## src/rtl/mxbus_pkg.sv

```systemverilog
package mxbus_pkg;
    localparam int unsigned MXB_ADDR_W = 16;
    localparam int unsigned MXB_DATA_W = 16;
    localparam int unsigned MXB_WAIT_W = 3;
    localparam int unsigned MXB_AREA_W = 2;

    typedef enum logic [1:0] {
        PH_IDLE = 2'd0,
        PH_ADDR = 2'd1,
        PH_STRB = 2'd2
    } phase_e;
endpackage

```

## src/rtl/mxbus_wait_regs.sv

```systemverilog
module mxbus_wait_regs #(
    parameter int unsigned AREA_W = 2,
    parameter int unsigned WAIT_W = 3
) (
    input  logic              clk,
    input  logic              rst_n,
    input  logic              cfg_we,
    input  logic [AREA_W-1:0] cfg_area,
    input  logic [WAIT_W-1:0] cfg_wait,
    input  logic [AREA_W-1:0] sel_area,
    output logic [WAIT_W-1:0] sel_wait
);
    localparam int unsigned AREAS = 1 << AREA_W;
    localparam logic [WAIT_W-1:0] WAIT_RST = '1;

    logic [WAIT_W-1:0] wait_d [AREAS];
    logic [WAIT_W-1:0] wait_q [AREAS];

    for (genvar g = 0; g < AREAS; g++) begin : g_area
        always_comb begin
            wait_d[g] = wait_q[g];
            if (cfg_we && (cfg_area == AREA_W'(g))) begin
                wait_d[g] = cfg_wait;
            end
        end

        always_ff @(posedge clk or negedge rst_n) begin
            if (!rst_n) begin
                wait_q[g] <= WAIT_RST;
            end else begin
                wait_q[g] <= wait_d[g];
            end
        end
    end

    assign sel_wait = wait_q[sel_area];
endmodule

```

## src/rtl/mxbus_lane.sv

```systemverilog
module mxbus_lane #(
    parameter int unsigned ADDR_W = 16,
    parameter int unsigned DATA_W = 16
) (
    input  logic              narrow,
    input  logic              byte_hi,
    input  logic [1:0]        be,
    input  logic [ADDR_W-1:1] addr_hi,
    input  logic [DATA_W-1:0] wdata,
    input  logic [DATA_W-1:0] ad_in,
    input  logic [DATA_W-1:0] rdata_in,
    output logic [ADDR_W-1:0] beat_addr,
    output logic [DATA_W-1:0] beat_wdata,
    output logic [1:0]        beat_wen,
    output logic [DATA_W-1:0] rdata_out
);
    localparam int unsigned LANE_W = DATA_W / 2;

    logic [LANE_W-1:0] lo_in;
    logic              byte_en;

    assign lo_in   = ad_in[LANE_W-1:0];
    assign byte_en = byte_hi ? be[1] : be[0];

    always_comb begin
        rdata_out = rdata_in;
        if (narrow) begin
            beat_addr  = {addr_hi, byte_hi};
            beat_wdata = {{LANE_W{1'b0}}, (byte_hi ? wdata[DATA_W-1:LANE_W] : wdata[LANE_W-1:0])};
            beat_wen   = {1'b0, byte_en};
            if (byte_en) begin
                if (byte_hi) begin
                    rdata_out[DATA_W-1:LANE_W] = lo_in;
                end else begin
                    rdata_out[LANE_W-1:0] = lo_in;
                end
            end
        end else begin
            beat_addr  = {addr_hi, 1'b0};
            beat_wdata = wdata;
            beat_wen   = be;
            rdata_out  = {(be[1] ? ad_in[DATA_W-1:LANE_W] : {LANE_W{1'b0}}),
                          (be[0] ? lo_in : {LANE_W{1'b0}})};
        end
    end
endmodule

```

## src/rtl/mxbus_ctrl.sv

```systemverilog
module mxbus_ctrl
    import mxbus_pkg::*;
#(
    parameter int unsigned ADDR_W = MXB_ADDR_W,
    parameter int unsigned DATA_W = MXB_DATA_W,
    parameter int unsigned WAIT_W = MXB_WAIT_W,
    parameter int unsigned AREA_W = MXB_AREA_W
) (
    input  logic              clk,
    input  logic              rst_n,
    input  logic              cfg_we,
    input  logic [AREA_W-1:0] cfg_area,
    input  logic [WAIT_W-1:0] cfg_wait,
    input  logic              req_valid,
    output logic              req_ready,
    input  logic              req_write,
    input  logic              bus_narrow,
    input  logic [ADDR_W-1:0] req_addr,
    input  logic [1:0]        req_be,
    input  logic [DATA_W-1:0] req_wdata,
    output logic              req_ack,
    output logic [DATA_W-1:0] req_rdata,
    output logic              ale,
    output logic              rd_n,
    output logic [1:0]        wr_n,
    output logic [DATA_W-1:0] ad_out,
    output logic              ad_oe,
    input  logic [DATA_W-1:0] ad_in
);
    typedef struct packed {
        phase_e            ph;
        logic [WAIT_W-1:0] cnt;
        logic [WAIT_W-1:0] wcnt;
        logic              split;
        logic              second;
        logic [ADDR_W-1:0] addr;
        logic [DATA_W-1:0] wdata;
        logic [1:0]        be;
        logic              wr;
        logic              narrow;
        logic [DATA_W-1:0] rdata;
        logic              ack;
    } ctl_t;

    ctl_t r_d, r_q;

    logic [WAIT_W-1:0] area_wait;
    logic              byte_hi;
    logic [ADDR_W-1:0] beat_addr;
    logic [DATA_W-1:0] beat_wdata;
    logic [1:0]        beat_wen;
    logic [DATA_W-1:0] rdata_mrg;
    logic              in_strb;

    mxbus_wait_regs #(
        .AREA_W (AREA_W),
        .WAIT_W (WAIT_W)
    ) i_wait (
        .clk      (clk),
        .rst_n    (rst_n),
        .cfg_we   (cfg_we),
        .cfg_area (cfg_area),
        .cfg_wait (cfg_wait),
        .sel_area (req_addr[ADDR_W-1 -: AREA_W]),
        .sel_wait (area_wait)
    );

    assign byte_hi = r_q.split ? r_q.second : (r_q.be == 2'b10);

    mxbus_lane #(
        .ADDR_W (ADDR_W),
        .DATA_W (DATA_W)
    ) i_lane (
        .narrow     (r_q.narrow),
        .byte_hi    (byte_hi),
        .be         (r_q.be),
        .addr_hi    (r_q.addr[ADDR_W-1:1]),
        .wdata      (r_q.wdata),
        .ad_in      (ad_in),
        .rdata_in   (r_q.rdata),
        .beat_addr  (beat_addr),
        .beat_wdata (beat_wdata),
        .beat_wen   (beat_wen),
        .rdata_out  (rdata_mrg)
    );

    always_comb begin
        r_d     = r_q;
        r_d.ack = 1'b0;
        unique case (r_q.ph)
            PH_IDLE: begin
                if (req_valid) begin
                    r_d.ph     = PH_ADDR;
                    r_d.addr   = req_addr;
                    r_d.wdata  = req_wdata;
                    r_d.be     = req_be;
                    r_d.wr     = req_write;
                    r_d.narrow = bus_narrow;
                    r_d.wcnt   = area_wait;
                    r_d.split  = bus_narrow && (req_be == 2'b11);
                    r_d.second = 1'b0;
                    r_d.rdata  = '0;
                end
            end
            PH_ADDR: begin
                r_d.ph  = PH_STRB;
                r_d.cnt = r_q.wcnt;
            end
            PH_STRB: begin
                if (r_q.cnt != '0) begin
                    r_d.cnt = r_q.cnt - 1'b1;
                end else begin
                    if (!r_q.wr) begin
                        r_d.rdata = rdata_mrg;
                    end
                    if (r_q.split && !r_q.second) begin
                        r_d.second = 1'b1;
                        r_d.ph     = PH_ADDR;
                    end else begin
                        r_d.ph  = PH_IDLE;
                        r_d.ack = 1'b1;
                    end
                end
            end
            default: r_d.ph = PH_IDLE;
        endcase
    end

    always_ff @(posedge clk or negedge rst_n) begin
        if (!rst_n) begin
            r_q <= '{ph: PH_IDLE, default: '0};
        end else begin
            r_q <= r_d;
        end
    end

    assign in_strb   = (r_q.ph == PH_STRB);
    assign req_ready = (r_q.ph == PH_IDLE);
    assign req_ack   = r_q.ack;
    assign req_rdata = r_q.rdata;
    assign ale       = (r_q.ph == PH_ADDR);
    assign rd_n      = !(in_strb && !r_q.wr);
    assign wr_n      = ~({2{in_strb && r_q.wr}} & beat_wen);
    assign ad_oe     = ale || (in_strb && r_q.wr);
    assign ad_out    = ale ? DATA_W'(beat_addr)
                           : ((in_strb && r_q.wr) ? beat_wdata : '0);
endmodule

```

## config.mk

```make
export PLATFORM = sky130hd
export DESIGN_NAME = mxbus_ctrl
export DESIGN_NICKNAME = d
export VERILOG_FILES = /design/src/rtl/mxbus_pkg.sv /design/src/rtl/mxbus_wait_regs.sv /design/src/rtl/mxbus_lane.sv /design/src/rtl/mxbus_ctrl.sv
export SDC_FILE = /design/constraint.sdc
export NUM_CORES = 1
export LEC_CHECK = 0
export ABC_AREA = 1
export BUFFER_PORTS_ARGS = -buffer_cell sky130_fd_sc_hd__buf_2
export CAP_MARGIN = 30
export CORE_UTILIZATION = 45
export CTS_BUF_LIST = sky130_fd_sc_hd__clkbuf_8 sky130_fd_sc_hd__clkbuf_16
export CTS_CLUSTER_SIZE = 30
export DETAILED_ROUTE_END_ITERATION = 10
export GPL_ROUTABILITY_DRIVEN = 0
export PLACE_DENSITY = 0.78
export SETUP_SLACK_MARGIN = 0.4
export SLEW_MARGIN = 30
export SYNTH_ARGS = -nofsm -noshare
export SYNTH_HDL_FRONTEND = slang
export SYNTH_HIERARCHICAL = 1
export SYNTH_SLANG_ARGS = --single-unit
```

## constraint.sdc

```tcl
create_clock -name clk -period 2.86 [get_ports clk]
set_input_delay 0.286 -clock clk [delete_from_list [all_inputs] [get_ports clk]]
set_output_delay 0.286 -clock clk [all_outputs]
set_load 0.01 [all_outputs]
```

==> summary.txt, run 1 <==
Yosys cell types: 28
Routed Antenna Nets: 0
Util after Layout: 53.2%
Root buf cell: clkbuf_8
Tmin final: 2210 ps
CP Data Arrival Time: 1920 ps
CP top delay family: simple AND/OR/NAND/NOR gates
Static leakage: 2.71 nW
Hold_ws: -49.6 ps
Synth cell count leaders: nand2_1, dfrtp_1, inv_1
Slew HR: 45.2%
Num CTS Buffers: 9
R2r setup slk: 990 ps
Slew @ Worst Pin: 821 ps
Critical path buffers and inverters: 2
Syn Nets: 649
Number of global-route vias before repair: 3,576
#FFs+latches synth: 74
Synth async-reset ratio: 100%
Hold Crit Class: input pin to async pin
Final critical-path share of the clock period: 77.1%
Final worst setup slack: 654 ps
Fill count: 864
Seq/Total Area, Yosys: 44.3%
Vias after detailed routing: 3,725
ANT cells: 0
CTS tree: yes
Setup crit end kind: primary output
Clk Latency, worst-skew pair: 350 ps
Cells on worst reg2reg path: 6
Largest net degree at the start of global routing: 75
Port Buf Inserts: 98
Warnings, synthesis: 6
Max-slew violations: 0
Failing checks: negative hold slack
Total negative setup slack: 0 ps
Final hold violations: 62
GRT Overall Usage: 20.5%
Crit-path cells: nor2_1 > nor2_1 > nor2_1 > buf_4 > nand2_4 > nand2_1 > o21ai_2 > nand2_1 > nand2_1 > buf_2
Final nets: 710
Drt pass-1 iters: 5
Post-synth top area share: 36.8%
Starting Density: 47.4%
Routed vias/inst: 4.90
Routed wire length per instance: 12.4 um
Post-Syn Instances: 586
Routed wire length: 9460 um
Drt drc: 0
CTS Sinks: 74
Kind of critical path: flop to primary output
Predominant post-synthesis flop cell: dfrtp_1
Die Y: 98.8 um
Fmax: 0.453 GHz
CP peak stage delay: 440 ps
RSZ-0062 raised after global routing: no
Area leader, netlist: dfrtp_1
Initial antenna violation count: 1
Syn-to-layout area delta: 12.3%
Die area: 0.00976 mm^2
Critical path's slowest cell: dfrtp_1
Worst EP required: 2570 ps
CORE AREA: 0.00889 mm^2
Clk_skew: 10.8 ps
Die X: 98.8 um
CP startpoint: r_q[19]$_DFFE_PN0P_
H-tree levels: 3
Post-synth EDFFs: 0
Status: finished with violations
Mapped Area: 0.00422 mm^2
Worst-path clk slew: 80 ps
Syn Area/Cell: 7.19 um^2
# Max-Cap Violations: 0
Most frequent cell after synthesis: nand2_1
Drt first-iter violations: 131
Pre-CTS setup slack: 732 ps
CP Launch Type: flop
FF-to-FF Start: r_q[62]$_DFFE_PN0P_
Area contributors post-synth: dfrtp_1, nand2_1, dfstp_2
Grt total ovfl: 0
CTS Buffer Depth: 2
Layout cells sized above 1: 23.2%
I/O pins: 100
Maximum vdd drop: 0.486 mV
Critical R2R Capture: r_q[54]$_DFFE_PN0P_
PD cells: 947 mW/mm^2
Final HPWL DP: 6520 um
Global-route wire length before repair: 16,000 um
Num rows: 34
Final setup vio count: 0
Worst Path Max Fanout: 18
==> flip-flops by register name (all words and copies together), names as in the netlist <==
name and cells:
i_wait/wait_q 12, req_ack 1, req_rdata 16, r_q 45
==> worst max path at each step <==
stage / end / slack [ps] / cells past startpoint
floorplan: ad_out[0] / 1230 / 9
global placement: wr_n[0] / 770 / 10
detailed placement: wr_n[0] / 730 / 10
CTS: wr_n[0] / 470 / 10
global route: ad_out[0] / 450 / 10
finish: ad_out[6] / 650 / 10
==> worst reg2reg max path: cells and delay by family (launching register included) <==
family                 cells  cell delay, ps
buffers and inverters      2             780
flip-flops                 1             440
AND/OR/NAND/NOR            3             390
AO/OA/AOI/OAI              1             180
==> cells by family after synthesis <==
family	share of synthesized area [%]
buffers and inverters	14.3
AO/OA/AOI/OAI	5.82
adder cells (fa/ha/maj)	0.594
XOR/XNOR	0.208
flip-flops	44.3
AND/OR/NAND/NOR	34.8
==> per-layer routing <==
layer	part of all wire, %	global-route usage [%]	vias to the layer above	wire (um)
met5	0.14	0	-	13
met4	0.85	5.97	2	80
met3	6.5	5.18	11	615
met2	48	35.9	116	4540
met1	45	24.8	1710	4210
li1	-	-	1886	-
==> layout make-up <==
cell class                      instances  area, um^2  area share (%)
Tap cell                              108         135            2.85
Clock inverter                          5        58.8            1.24
Sequential cell                        74        1870            39.5
Timing Repair Buffer                  102         527            11.1
Clock buffer                           11         174            3.67
Inverter                               58         220            4.65
Multi-Input combinational cell        402        1750            37.0
==> report_power, final <==
group | switching (mW) | internal (mW)
clock network | 0.407 | 0.509
registers | 0.244 | 1.43
logic | 1.26 | 0.632
==> cell usage in the layout (no fill, tap or decap), drive strengths merged, types with 2 or more instances in the layout <==
| cell type | instances |
|---|---|
| o21ai | 42 |
| or2 | 2 |
| nor2 | 17 |
| buf | 102 |
| nand2 | 289 |
| dfrtp | 62 |
| inv | 58 |
| ha | 2 |
| dfstp | 12 |
| clkinv | 3 |
| nand4 | 9 |
| clkbuf | 11 |
| nand3 | 38 |
==> timing repair <==
action,in CTS,in global routing
pin swaps,0,0
setup buffers,0,1
resized for setup,1,1
setup endpoints to repair,8,9
hold buffers,0,0
==> per-stage QoR <==
step	power [mW]	instance area (um^2)	instances
6_report	4.48	4730	760
5_1_grt	4.87	4730	760
4_1_cts	4.51	4720	759
3_5_place_dp	3.57	4480	743
3_3_place_gp	3.50	4480	743
2_1_floorplan	3.29	4220	586
Note: power is estimated with default switching activity, not from simulation.
==> inputs of run 2 (changes only) <==
--- a/config.mk
+++ b/config.mk
@@ -5,7 +5,7 @@
 export SDC_FILE = /design/constraint.sdc
 export NUM_CORES = 1
 export LEC_CHECK = 0
-export ABC_AREA = 1
+export ABC_AREA = 0
 export BUFFER_PORTS_ARGS = -buffer_cell sky130_fd_sc_hd__buf_2
 export CAP_MARGIN = 30
 export CORE_UTILIZATION = 45
==> constraint.sdc (replaced) <==
create_clock -name clk -period 2.29 [get_ports clk]
set_input_delay 0.229 -clock clk [delete_from_list [all_inputs] [get_ports clk]]
set_output_delay 0.229 -clock clk [all_outputs]
set_load 0.01 [all_outputs]
==> summary.txt, run 2 <==
Status: finished with violations
Failing checks: design-rule violations
Die Y: 97.9 um
RSZ-0062 raised after global routing: yes
CP peak stage delay: 400 ps
CORE AREA: 0.00881 mm^2
Synth cell count leaders: mux2_2, dfrtp_1, buf_4
Max-slew violations: 0
Final hold violations: 0
Starting Density: 47.0%
CTS Buffer Depth: 2
Final critical-path share of the clock period: 92.2%
Vias after detailed routing: 2,860
Routed wire length per instance: 17.6 um
Total negative setup slack: 0 ps
Hold Crit Class: input pin to flop
Drt first-iter violations: 114
Grt total ovfl: 0
GRT Overall Usage: 20.1%
# Max-Cap Violations: 0
Clk Latency, worst-skew pair: 340 ps
Worst Path Max Fanout: 5
Area contributors post-synth: dfrtp_1, mux2_2, dfstp_2
H-tree levels: 3
Crit-path cells: inv_2 > nand2_2 > o21ai_4 > nand2_4 > mux2_4 > a22o_1 > buf_2
Routed vias/inst: 5.53
Syn Nets: 389
Max reg flops: 45
CTS Sinks: 74
Num CTS Buffers: 9
Reg with most FFs: r_q
Drt pass-1 iters: 8
Root buf cell: clkbuf_8
CTS tree: yes
Die area: 0.00959 mm^2
Tmin final: 2110 ps
Largest net degree at the start of global routing: 46
Post-synth EDFFs: 0
Critical path buffers and inverters: 2
Placed instance count: 491
Mapped Area: 0.00414 mm^2
Post-Syn Instances: 326
Commonest cells after routing, fill and taps aside: buf_2, mux2_2, dfrtp_1, nor2b_1
Cell Count, Final, Fillers Out: 517
Slew HR: 71.9%
Worst-path clk slew: 80 ps
ANT cells: 0
Global-route wire length before repair: 15,000 um
Slew @ Worst Pin: 422 ps
Area leader, netlist: dfrtp_1
Die X: 97.9 um
Syn-to-layout area delta: 16.8%
Final nets: 467
Final HPWL DP: 6210 um
Worst EP required: 2060 ps
Port Buf Inserts: 98
Drt drc: 8
Most frequent cell after synthesis: mux2_2
Layout cells sized above 1: 58.9%
Number of global-route vias before repair: 2,996
PD cells: 1210 mW/mm^2
Routed wire length: 9120 um
Warnings, synthesis: 6
Critical path's slowest cell: dfrtp_1
Routed Antenna Nets: 0
Seq/Total Area, Yosys: 45.1%
Num rows: 34
Syn Area/Cell: 12.7 um^2
Yosys cell types: 48
I/O pins: 100
CP Launch Type: flop
CP Data Arrival Time: 1880 ps
Static leakage: 2.31 nW
Synth async-reset ratio: 100%
Kind of critical path: flop to primary output
Predominant post-synthesis flop cell: dfrtp_1
#FFs+latches synth: 74
Fmax: 0.473 GHz
Leading cell type in the layout, fill and taps excluded: buf_2
Clk_skew: 13.1 ps
CP top delay family: flip-flops
Final setup vio count: 0
Setup crit end kind: primary output
Initial antenna violation count: 0
Maximum vdd drop: 0.453 mV
Post-synth top area share: 37.5%
run 2: power by group:
part	switching (mW)	leakage, nW	total (mW)	internal, mW
Combinational	1.22	1.30	2.57	1.35
Sequential	0.327	0.893	2.14	1.82
Clock	0.485	0.115	1.12	0.638
run 2: worst reg2reg max path, cell delays in order (launching register included):
cell and delay (ps):
dfrtp_1 400, buf_4 150, nand2_2 80, o21ai_4 90, buf_4 190, nand2b_1 280
a32o_1 320, mux2_2 270
run 2: metal layers:
metal	vias to the layer above	share of wire (%)	GRT usage, %
met5	-	0	0
met4	0	1.3	7.58
met3	6	5.1	3.87
met2	86	52	36.3
met1	1452	42	23.5
li1	1316	-	-
run 2: per-stage QoR:
stage / area, um^2 / hold slack, ps / worst slack (ps) / util [%] / power [mW]
floorplan: 4140 / -66.6 / 513 / - / 4.13
global placement: 4470 / 187 / 355 / 50.8 / 4.40
detailed placement: 4470 / 200 / 354 / 50.8 / 4.51
CTS: 4800 / 102 / 149 / 54.5 / 5.81
global route: 4830 / 101 / 94.5 / 54.9 / 6.20
finish: 4830 / 114 / 178 / 54.9 / 5.83
run 2: area by class of cell:
type / instances / area (um^2)
Clock buffer: 10 / 138
Clock inverter: 6 / 83.8
Fill cell: 772 / 3970
Inverter: 5 / 18.8
Multi-Input combinational cell: 197 / 1920
Sequential cell: 74 / 1870
Tap cell: 108 / 135
Timing Repair Buffer: 117 / 667
run 2: cell families after synthesis:
kind of cell | share of synthesized area, %
simple gates | 10.8
fa+ha+maj | 0.604
mux | 23.5
flops | 45.1
compound gates | 10.2
buf+inv | 9.79
run 2: final timing paths:
check                      slack (ps)                            to           startpoint  cells past startpoint
max                               180                     ad_out[4]  r_q[54]$_DFFE_PN0P_                      7
min                               110           r_q[42]$_DFFE_PN0P_          req_addr[5]                      2
max reg2reg                       410      req_rdata[1]$_DFFE_PN0P_  r_q[54]$_DFFE_PN0P_                      7
min reg2reg                       510           r_q[24]$_DFFE_PN0P_  r_q[24]$_DFFE_PN0P_                      1
max in group asynchronous        1300  i_wait/wait_q[1]$_DFFE_PN1P_                rst_n                      3
min in group asynchronous         360     req_rdata[10]$_DFFE_PN0P_                rst_n                      2
run 2: what timing repair did:
item | 4_1_cts | 5_1_grt
hold buffers | 1 | 0
setup endpoints to repair | 21 | 23
gates cloned | 1 | 0
setup buffers | 6 | 2
hold endpoints to repair | 29 | 0
pin swaps | 4 | 4
resized for setup | 16 | 6
